## src/rtl/mnet_pkg.sv

```systemverilog
package mnet_pkg;
  localparam int NPORTS = 8;
  localparam int LG     = $clog2(NPORTS);
  localparam int DATA_W = 32;
  localparam int ADDR_W = 10;
  localparam int ROW_W  = ADDR_W - LG;

  typedef logic [LG-1:0] portId_t;

  // request payload carried through the forward network
  typedef struct packed {
    logic              we;
    logic [ADDR_W-1:0] addr;
    logic [DATA_W-1:0] wdata;
    portId_t           tag;
  } reqBeat_t;

  // strobes from the arbiter to the datapath
  typedef struct packed {
    logic [LG-1:0][NPORTS-1:0] swap;     // line takes its partner's beat at level k
    logic [NPORTS-1:0]         lineVld;  // surviving request per bank line
  } netStrobe_t;
endpackage

```

## src/rtl/mnet_ctl.sv

```systemverilog
module mnet_ctl
  import mnet_pkg::*;
(
  input  logic                      clk,
  input  logic                      rst,
  input  logic [NPORTS-1:0]         reqVld,
  input  logic [NPORTS-1:0][LG-1:0] reqBank,
  output netStrobe_t                strobe,
  output logic [NPORTS-1:0]         ackQ,
  output logic [NPORTS-1:0]         nackQ
);
  logic [LG-1:0][NPORTS-1:0]   rrQ, rrNext;
  logic [LG:0][NPORTS-1:0]     lv;
  logic [LG:0][NPORTS-1:0][LG-1:0] dst;
  logic [LG:0][NPORTS-1:0][LG-1:0] src;
  logic [NPORTS-1:0]           grant;

  always_comb begin
    int   hi;
    logic aBit, bBit, conflict, winA, winB;
    hi = 0; aBit = 1'b0; bBit = 1'b0; conflict = 1'b0; winA = 1'b0; winB = 1'b0;
    lv[0]  = reqVld;
    dst[0] = reqBank;
    for (int p = 0; p < NPORTS; p++) src[0][p] = LG'(p);
    strobe = '0;
    rrNext = rrQ;
    grant  = '0;
    for (int k = 0; k < LG; k++) begin
      lv[k+1]  = '0;
      dst[k+1] = dst[k];
      src[k+1] = src[k];
      for (int i = 0; i < NPORTS; i++) begin
        if (((i >> k) & 1) == 0) begin
          hi       = i | (1 << k);
          aBit     = dst[k][i][k];
          bBit     = dst[k][hi][k];
          conflict = lv[k][i] && lv[k][hi] && (aBit == bBit);
          winA     = lv[k][i]  && !(conflict && rrQ[k][i]);
          winB     = lv[k][hi] && !(conflict && !rrQ[k][i]);
          // output with routing bit 0
          if (winA && !aBit) begin
            lv[k+1][i] = 1'b1;
          end else if (winB && !bBit) begin
            lv[k+1][i]         = 1'b1;
            strobe.swap[k][i]  = 1'b1;
            dst[k+1][i]        = dst[k][hi];
            src[k+1][i]        = src[k][hi];
          end
          // output with routing bit 1
          if (winB && bBit) begin
            lv[k+1][hi] = 1'b1;
          end else if (winA && aBit) begin
            lv[k+1][hi]        = 1'b1;
            strobe.swap[k][hi] = 1'b1;
            dst[k+1][hi]       = dst[k][i];
            src[k+1][hi]       = src[k][i];
          end
          if (conflict) rrNext[k][i] = winA;
        end
      end
    end
    strobe.lineVld = lv[LG];
    for (int b = 0; b < NPORTS; b++)
      if (lv[LG][b]) grant[src[LG][b]] = 1'b1;
  end

  always_ff @(posedge clk) begin
    if (rst) begin
      ackQ  <= '0;
      nackQ <= '0;
      rrQ   <= '0;
    end else begin
      ackQ  <= grant;
      nackQ <= reqVld & ~grant;
      rrQ   <= rrNext;
    end
  end


  ack_nack_chk: assert property (@(posedge clk) disable iff (rst)
    !rst |=> (((ackQ | nackQ) == $past(reqVld)) && ((ackQ & nackQ) == '0)));
endmodule

```

## src/rtl/mnet_dp.sv

```systemverilog
module mnet_dp
  import mnet_pkg::*;
(
  input  logic                          clk,
  input  logic                          rst,
  input  netStrobe_t                    strobe,
  input  logic [NPORTS-1:0]             reqWe,
  input  logic [NPORTS-1:0][ADDR_W-1:0] reqAddr,
  input  logic [NPORTS-1:0][DATA_W-1:0] reqWdata,
  input  logic [NPORTS-1:0][DATA_W-1:0] bankRdata,
  output logic [NPORTS-1:0]             bankVld,
  output logic [NPORTS-1:0]             bankWe,
  output logic [NPORTS-1:0][ROW_W-1:0]  bankRow,
  output logic [NPORTS-1:0][DATA_W-1:0] bankWdata,
  output logic [NPORTS-1:0]             rspVld,
  output logic [NPORTS-1:0][DATA_W-1:0] rspData
);
  reqBeat_t [NPORTS-1:0] fwd [LG+1];
  reqBeat_t [NPORTS-1:0] beatQ;
  logic     [NPORTS-1:0] vldQ, rdPendQ, bankRdMask;
  portId_t  [NPORTS-1:0] rdTagQ;

  // forward levels: each line keeps its beat or takes its partner's
  always_comb begin
    for (int p = 0; p < NPORTS; p++)
      fwd[0][p] = '{we: reqWe[p], addr: reqAddr[p], wdata: reqWdata[p], tag: LG'(p)};
    for (int k = 0; k < LG; k++)
      for (int i = 0; i < NPORTS; i++)
        fwd[k+1][i] = strobe.swap[k][i] ? fwd[k][i ^ (1 << k)] : fwd[k][i];
  end

  always_ff @(posedge clk) begin
    beatQ  <= fwd[LG];
    rdTagQ <= rdTagQ;
    for (int b = 0; b < NPORTS; b++) rdTagQ[b] <= beatQ[b].tag;
    if (rst) begin
      vldQ    <= '0;
      rdPendQ <= '0;
    end else begin
      vldQ    <= strobe.lineVld;
      rdPendQ <= bankRdMask;
    end
  end

  always_comb begin
    for (int b = 0; b < NPORTS; b++) begin
      bankWe[b]     = beatQ[b].we;
      bankRow[b]    = beatQ[b].addr[ADDR_W-1:LG];
      bankWdata[b]  = beatQ[b].wdata;
      bankRdMask[b] = vldQ[b] && !beatQ[b].we;
    end
    bankVld = vldQ;
  end

  // reverse levels, steered by the source tag, undoing the top level first
  logic    [NPORTS-1:0]             rv [LG+1];
  portId_t [NPORTS-1:0]             rt [LG+1];
  logic    [NPORTS-1:0][DATA_W-1:0] rd [LG+1];
  logic    [LG-1:0][NPORTS-1:0]     collide;

  always_comb begin
    int   pi;
    logic ownBit, keepOwn, takeOther;
    pi = 0; ownBit = 1'b0; keepOwn = 1'b0; takeOther = 1'b0;
    rv[LG]  = rdPendQ;
    rt[LG]  = rdTagQ;
    rd[LG]  = bankRdata;
    collide = '0;
    for (int k = LG - 1; k >= 0; k--) begin
      for (int i = 0; i < NPORTS; i++) begin
        pi        = i ^ (1 << k);
        ownBit    = 1'(((i >> k) & 1));
        keepOwn   = rv[k+1][i]  && (rt[k+1][i][k]  == ownBit);
        takeOther = rv[k+1][pi] && (rt[k+1][pi][k] == ownBit);
        rv[k][i]      = keepOwn || takeOther;
        rt[k][i]      = takeOther ? rt[k+1][pi] : rt[k+1][i];
        rd[k][i]      = takeOther ? rd[k+1][pi] : rd[k+1][i];
        collide[k][i] = keepOwn && takeOther;
      end
    end
  end

  always_ff @(posedge clk) begin
    rspData <= rd[0];
    if (rst) rspVld <= '0;
    else     rspVld <= rv[0];
  end


  for (genvar b = 0; b < NPORTS; b++) begin : g_route
    route_chk: assert property (@(posedge clk) disable iff (rst)
      vldQ[b] |-> (beatQ[b].addr[LG-1:0] == LG'(b)));
  end


  ret_clash_chk: assert property (@(posedge clk) disable iff (rst) collide == '0);


  rsp_count_chk: assert property (@(posedge clk) disable iff (rst)
    $countones(rspVld) == $past($countones(bankRdMask), 2));
endmodule

```

## src/rtl/mnet_top.sv

```systemverilog
module mnet_top
  import mnet_pkg::*;
(
  input  logic                          clk,
  input  logic                          rst,
  input  logic [NPORTS-1:0]             reqVld,
  input  logic [NPORTS-1:0]             reqWe,
  input  logic [NPORTS-1:0][ADDR_W-1:0] reqAddr,
  input  logic [NPORTS-1:0][DATA_W-1:0] reqWdata,
  output logic [NPORTS-1:0]             reqAck,
  output logic [NPORTS-1:0]             reqNack,
  output logic [NPORTS-1:0]             rspVld,
  output logic [NPORTS-1:0][DATA_W-1:0] rspData,
  output logic [NPORTS-1:0]             bankVld,
  output logic [NPORTS-1:0]             bankWe,
  output logic [NPORTS-1:0][ROW_W-1:0]  bankRow,
  output logic [NPORTS-1:0][DATA_W-1:0] bankWdata,
  input  logic [NPORTS-1:0][DATA_W-1:0] bankRdata
);
  netStrobe_t                strobe;
  logic [NPORTS-1:0][LG-1:0] reqBank;

  always_comb
    for (int p = 0; p < NPORTS; p++) reqBank[p] = reqAddr[p][LG-1:0];

  mnet_ctl i_ctl (
    .clk    (clk),
    .rst    (rst),
    .reqVld (reqVld),
    .reqBank(reqBank),
    .strobe (strobe),
    .ackQ   (reqAck),
    .nackQ  (reqNack)
  );

  mnet_dp i_dp (
    .clk      (clk),
    .rst      (rst),
    .strobe   (strobe),
    .reqWe    (reqWe),
    .reqAddr  (reqAddr),
    .reqWdata (reqWdata),
    .bankRdata(bankRdata),
    .bankVld  (bankVld),
    .bankWe   (bankWe),
    .bankRow  (bankRow),
    .bankWdata(bankWdata),
    .rspVld   (rspVld),
    .rspData  (rspData)
  );


  bank_ack_chk: assert property (@(posedge clk) disable iff (rst)
    $countones(bankVld) == $countones(reqAck));
endmodule

```

## config.mk

```make
export PLATFORM = sky130hd
export DESIGN_NAME = mnet_top
export DESIGN_NICKNAME = d
export VERILOG_FILES = /design/src/rtl/mnet_pkg.sv /design/src/rtl/mnet_ctl.sv /design/src/rtl/mnet_dp.sv /design/src/rtl/mnet_top.sv
export SDC_FILE = /design/constraint.sdc
export NUM_CORES = 2
export LEC_CHECK = 0
export ABC_AREA = 1
export BUFFER_PORTS_ARGS = -buffer_cell sky130_fd_sc_hd__buf_2
export CORE_AREA = 5 5 472 474
export DETAILED_ROUTE_END_ITERATION = 6
export DIE_AREA = 0 0 477 479
export MAX_ROUTING_LAYER = met4
export PLACE_DENSITY = 0.48
export SLEW_MARGIN = 20
export SYNTH_ARGS = -nofsm -noshare
export SYNTH_HDL_FRONTEND = slang
export SYNTH_SLANG_ARGS = --single-unit
```

## constraint.sdc

```tcl
create_clock -name clk -period 3.9 [get_ports clk]
set_input_delay 0.39 -clock clk [delete_from_list [all_inputs] [get_ports clk]]
set_output_delay 0.39 -clock clk [all_outputs]
set_load 0.1 [all_outputs]
```

==> results.sh <==
export IMPL_root_buffer="clkbuf_16"
export IMPL_drive_gt1_share_pct=23.2
export IMPL_hold_viol_final=0
export IMPL_die_h_um=479
export IMPL_synth_edff_count=0
export IMPL_grt_pass1_wl_mm=378
export IMPL_clock_skew_final_ns=0.0597
export IMPL_start_util_pct=18.4
export IMPL_antenna_found_initial=130
export IMPL_setup_viol=0
export IMPL_grt_max_degree=81
export IMPL_clock_insertion_delay_worst_skew_ns=0.73
export IMPL_arrival_ns=4.11
export IMPL_holdPathEnd="i_dp.bankWdata[105]"
export IMPL_final_cells=10300
export IMPL_postRouteAntennaNets=0
export IMPL_whs_ns=0.0926
export IMPL_ff2ff_path_depth=13
export IMPL_min_from="reqWdata[73]"
export IMPL_clkTransAtPathRegs_ns=0.07
export IMPL_ir_worst_vdd_mv=0.526
export IMPL_gp_congestion=1.05
export IMPL_pre_cts_ws_ns=0.0763
export IMPL_synth_cell_types=30
export IMPL_rows=172
export IMPL_htree_num_levels=3
export IMPL_crit_chain="inv_1 > nand4_2 > nand3_4 > o21ai_0 > inv_1 > nand4_1 > nand2_2 > nand2_2 > nand4_4 > nand3_2 > clkinv_2 > buf_12 > o21ai_0"
export IMPL_hold_path_class="input pin to register"
export IMPL_core_area_sq_um=218000
export IMPL_synthesis_area_sq_um=40200
export IMPL_path_class="register to register"
export IMPL_tightest_slew_ns=1.04
export IMPL_cts_setup_buffers=0
export IMPL_r2r_start="i_ctl.rrQ[4]"
export IMPL_worst_r2r_endpoint="i_dp.bankWdata[79]"
export IMPL_drt_pass1_iterations=7
export IMPL_violations="design-rule violations"
export IMPL_endpoint_kind="register"
export IMPL_fin_nets=7864
export IMPL_synth_area_top_cells="dfxtp_1 (34%), nand2_1 (19%), o21ai_0 (7.2%), nor2_1 (6.4%), buf_4 (6.3%)"
export IMPL_num_vias=47400
export IMPL_async_reset_ff_share_pct=0
export IMPL_num_fill_cells=24800
export IMPL_syn_inst=6458
export IMPL_die_area_sq_um=228000
export IMPL_cp_start_kind="register"
export IMPL_whs_path_depth=5
export IMPL_grt_usage_pct=24.6
export IMPL_required_ns=4.46
export IMPL_yosys_area_top_type_share_pct=33.7
export IMPL_wl_mm=287
export IMPL_drc=23
export IMPL_dp_hpwl_mm=232
export IMPL_die_x_um=477
export IMPL_cap_violations=0
export IMPL_first_iter_violations=4176
export IMPL_yosysWarnings=0
export IMPL_ys_seq_elements=676
export IMPL_grt_overflow_total=0
export IMPL_fin_crit_ns=3.55
export IMPL_cts_buffer_depth=3
export IMPL_yosys_most_used_dff="dfxtp_1"
export IMPL_placed_cells=10000
export IMPL_wire_per_inst_um=27.8
export IMPL_max_freq_mhz=282
export IMPL_drv_slew=0
export IMPL_ios=1218
export IMPL_worst_path_max_fanout=49
export IMPL_status="complete, but fails checks"
export IMPL_numCtsBuffers=91
export IMPL_cts_sinks=676
export IMPL_routed_via_density=4.60
export IMPL_fin_crit_sh_pct=91.1
export IMPL_r2r_setup_slack_ns=0.35
export IMPL_slew_headroom_pct=30.2
export IMPL_syn_to_final_growth_pct=28.1
export IMPL_setup_ws_ns=0.348
export IMPL_yosysSeqAreaShare_pct=33.7
export IMPL_rsz0062_at_grt="false"
export IMPL_p_per_area_nw_per_um2=597
export IMPL_yosysTopAreaCell="dfxtp_1"
export IMPL_first_global_vias=44800
export IMPL_synth_fp_nets=7068
export IMPL_fin_setup_tns_ns=0
export IMPL_cp_slowest_cell="o21ai_0"
export IMPL_portBuffers=1217
export IMPL_stdcell_area_sq_um=51500
export IMPL_cpPeakStageDelay_ns=0.82
export IMPL_place_area_sq_um=47800
export IMPL_tritoncts="done"
export IMPL_avgSynthCellArea_sq_um=6.23
export IMPL_p_leak_nw=26.9
[cells by family after synthesis]
family,count (synthesis),synth area share (%)
AOI/OAI and AO/OA,1513,20.7
and+or+nand+nor,2889,29.3
buffers and inverters,1380,16.4
DFF,676,33.7
[worst max-delay path, delay by kind of cell, from the launching register on]
family / cells / cell delay (ns)
and+or+nand+nor: 7 / 1.14
buffers and inverters: 4 / 0.57
AOI/OAI and AO/OA: 2 / 1.26
DFF: 1 / 0.37
[layout make-up]
class / instances / area [sq um] / area share, %
Multi-Input combinational cell: 4402 / 20300 / 39.4
Sequential cell: 676 / 13500 / 26.3
Timing Repair Buffer: 1407 / 8050 / 15.6
Tap cell: 2871 / 3590 / 6.98
Inverter: 676 / 2540 / 4.94
Clock buffer: 110 / 2490 / 4.84
Clock inverter: 59 / 754 / 1.47
Antenna cell: 108 / 270 / 0.525
[synthesized netlist by cell type (22+ instances only)]
master       n
o21a_1     132
inv_1      650
a31oi_1    320
nand2_1   1982
buf_2       51
clkbuf_1   279
buf_1       27
dfxtp_1    676
nand4_1     56
a21oi_1    336
nand2_2     40
o21ai_1    141
buf_4      337
nor2_1     685
inv_2       22
o21ai_0    578
nand3_1     65
[sequential cells by signal (all words and copies together), names as in the netlist]
| register | flops |
|---|---|
| i_dp.bankWe | 8 |
| i_ctl.nackQ | 8 |
| i_ctl.ackQ | 8 |
| i_dp.bankWdata | 256 |
| i_dp.bankVld | 8 |
| i_dp.rspVld | 8 |
| i_ctl.rrQ | 12 |
| i_dp.beatQ | 24 |
| i_dp.rdPendQ | 8 |
| i_dp.bankRow | 56 |
| i_dp.rspData | 256 |
| i_dp.rdTagQ | 24 |
[worst max path at each step]
stage                    endpoint  depth (start not counted)         start
6_report       i_dp.bankWdata[79]                         13  i_ctl.rrQ[4]
5_1_grt        i_dp.bankWdata[20]                         19     reqVld[1]
4_1_cts        i_dp.bankWdata[79]                         13  i_ctl.rrQ[4]
3_5_place_dp   i_dp.bankWdata[79]                         15   reqAddr[50]
3_3_place_gp   i_dp.bankWdata[79]                         15   reqAddr[50]
2_1_floorplan  i_dp.bankWdata[32]                         17   reqAddr[30]
[metal layers]
layer	wire length (um)	track usage, %	vias up
met2	143000	43.7	2524
met3	21700	5.31	553
met5	0	-	-
met4	20600	14.3	0
met1	101000	24.9	22300
li1	-	-	22000
[report_power, final]
| part | internal (mW) | leakage, nW | switching (mW) | total, mW |
|---|---|---|---|---|
| clock | 5.30 | 1.57 | 3.89 | 9.19 |
| sequential | 7.94 | 5.68 | 0.659 | 8.60 |
| combinational | 2.07 | 19.7 | 10.9 | 12.9 |
| total | 15.3 | 26.9 | 15.4 | 30.7 |
[layout by cell type, fill, tap and decap left out, types with 2 or more instances in the layout]
cell           instances
nand3_2                3
clkinvlp_4            10
buf_12                39
dlygate4sd3_1         16
inv_1                646
buf_4                135
diode_2              108
dfxtp_1              676
nand2b_1               3
nand4_1               56
clkbuf_8              12
a31oi_1              320
nand4_4               16
nand3_1               64
inv_2                 25
nand2_2               63
clkinv_2              19
clkinv_16              3
inv_16                 2
nand4_2                7
nand2_1             1959
nor2_1               685
o21a_1               132
bufinv_16             10
clkbuf_16             92
nand2_4                8
inv_8                  3
clkbuf_1               6
o211ai_1               5
nor2_2                 2
clkinv_4              10
o21ai_1              146
a21oi_1              336
o21ai_0              573
buf_2               1217
nand3_4               21
inv_6                  6
[repair_timing]
item                      4_1_cts  5_1_grt
gates resized for setup         0        0
hold endpoints to repair       17        0
hold buffers                   16        0
[per-stage QoR]
| stage | power (mW) | util (%) |
|---|---|---|
| global route | 31.8 | 23.5 |
| CTS | 31.0 | 23.5 |
| global placement | 21.6 | 21.9 |
| floorplan | 18.7 | - |
| detailed placement | 21.6 | 21.9 |
| finish | 30.7 | 23.6 |
Note: power is estimated with default switching activity, not from simulation.
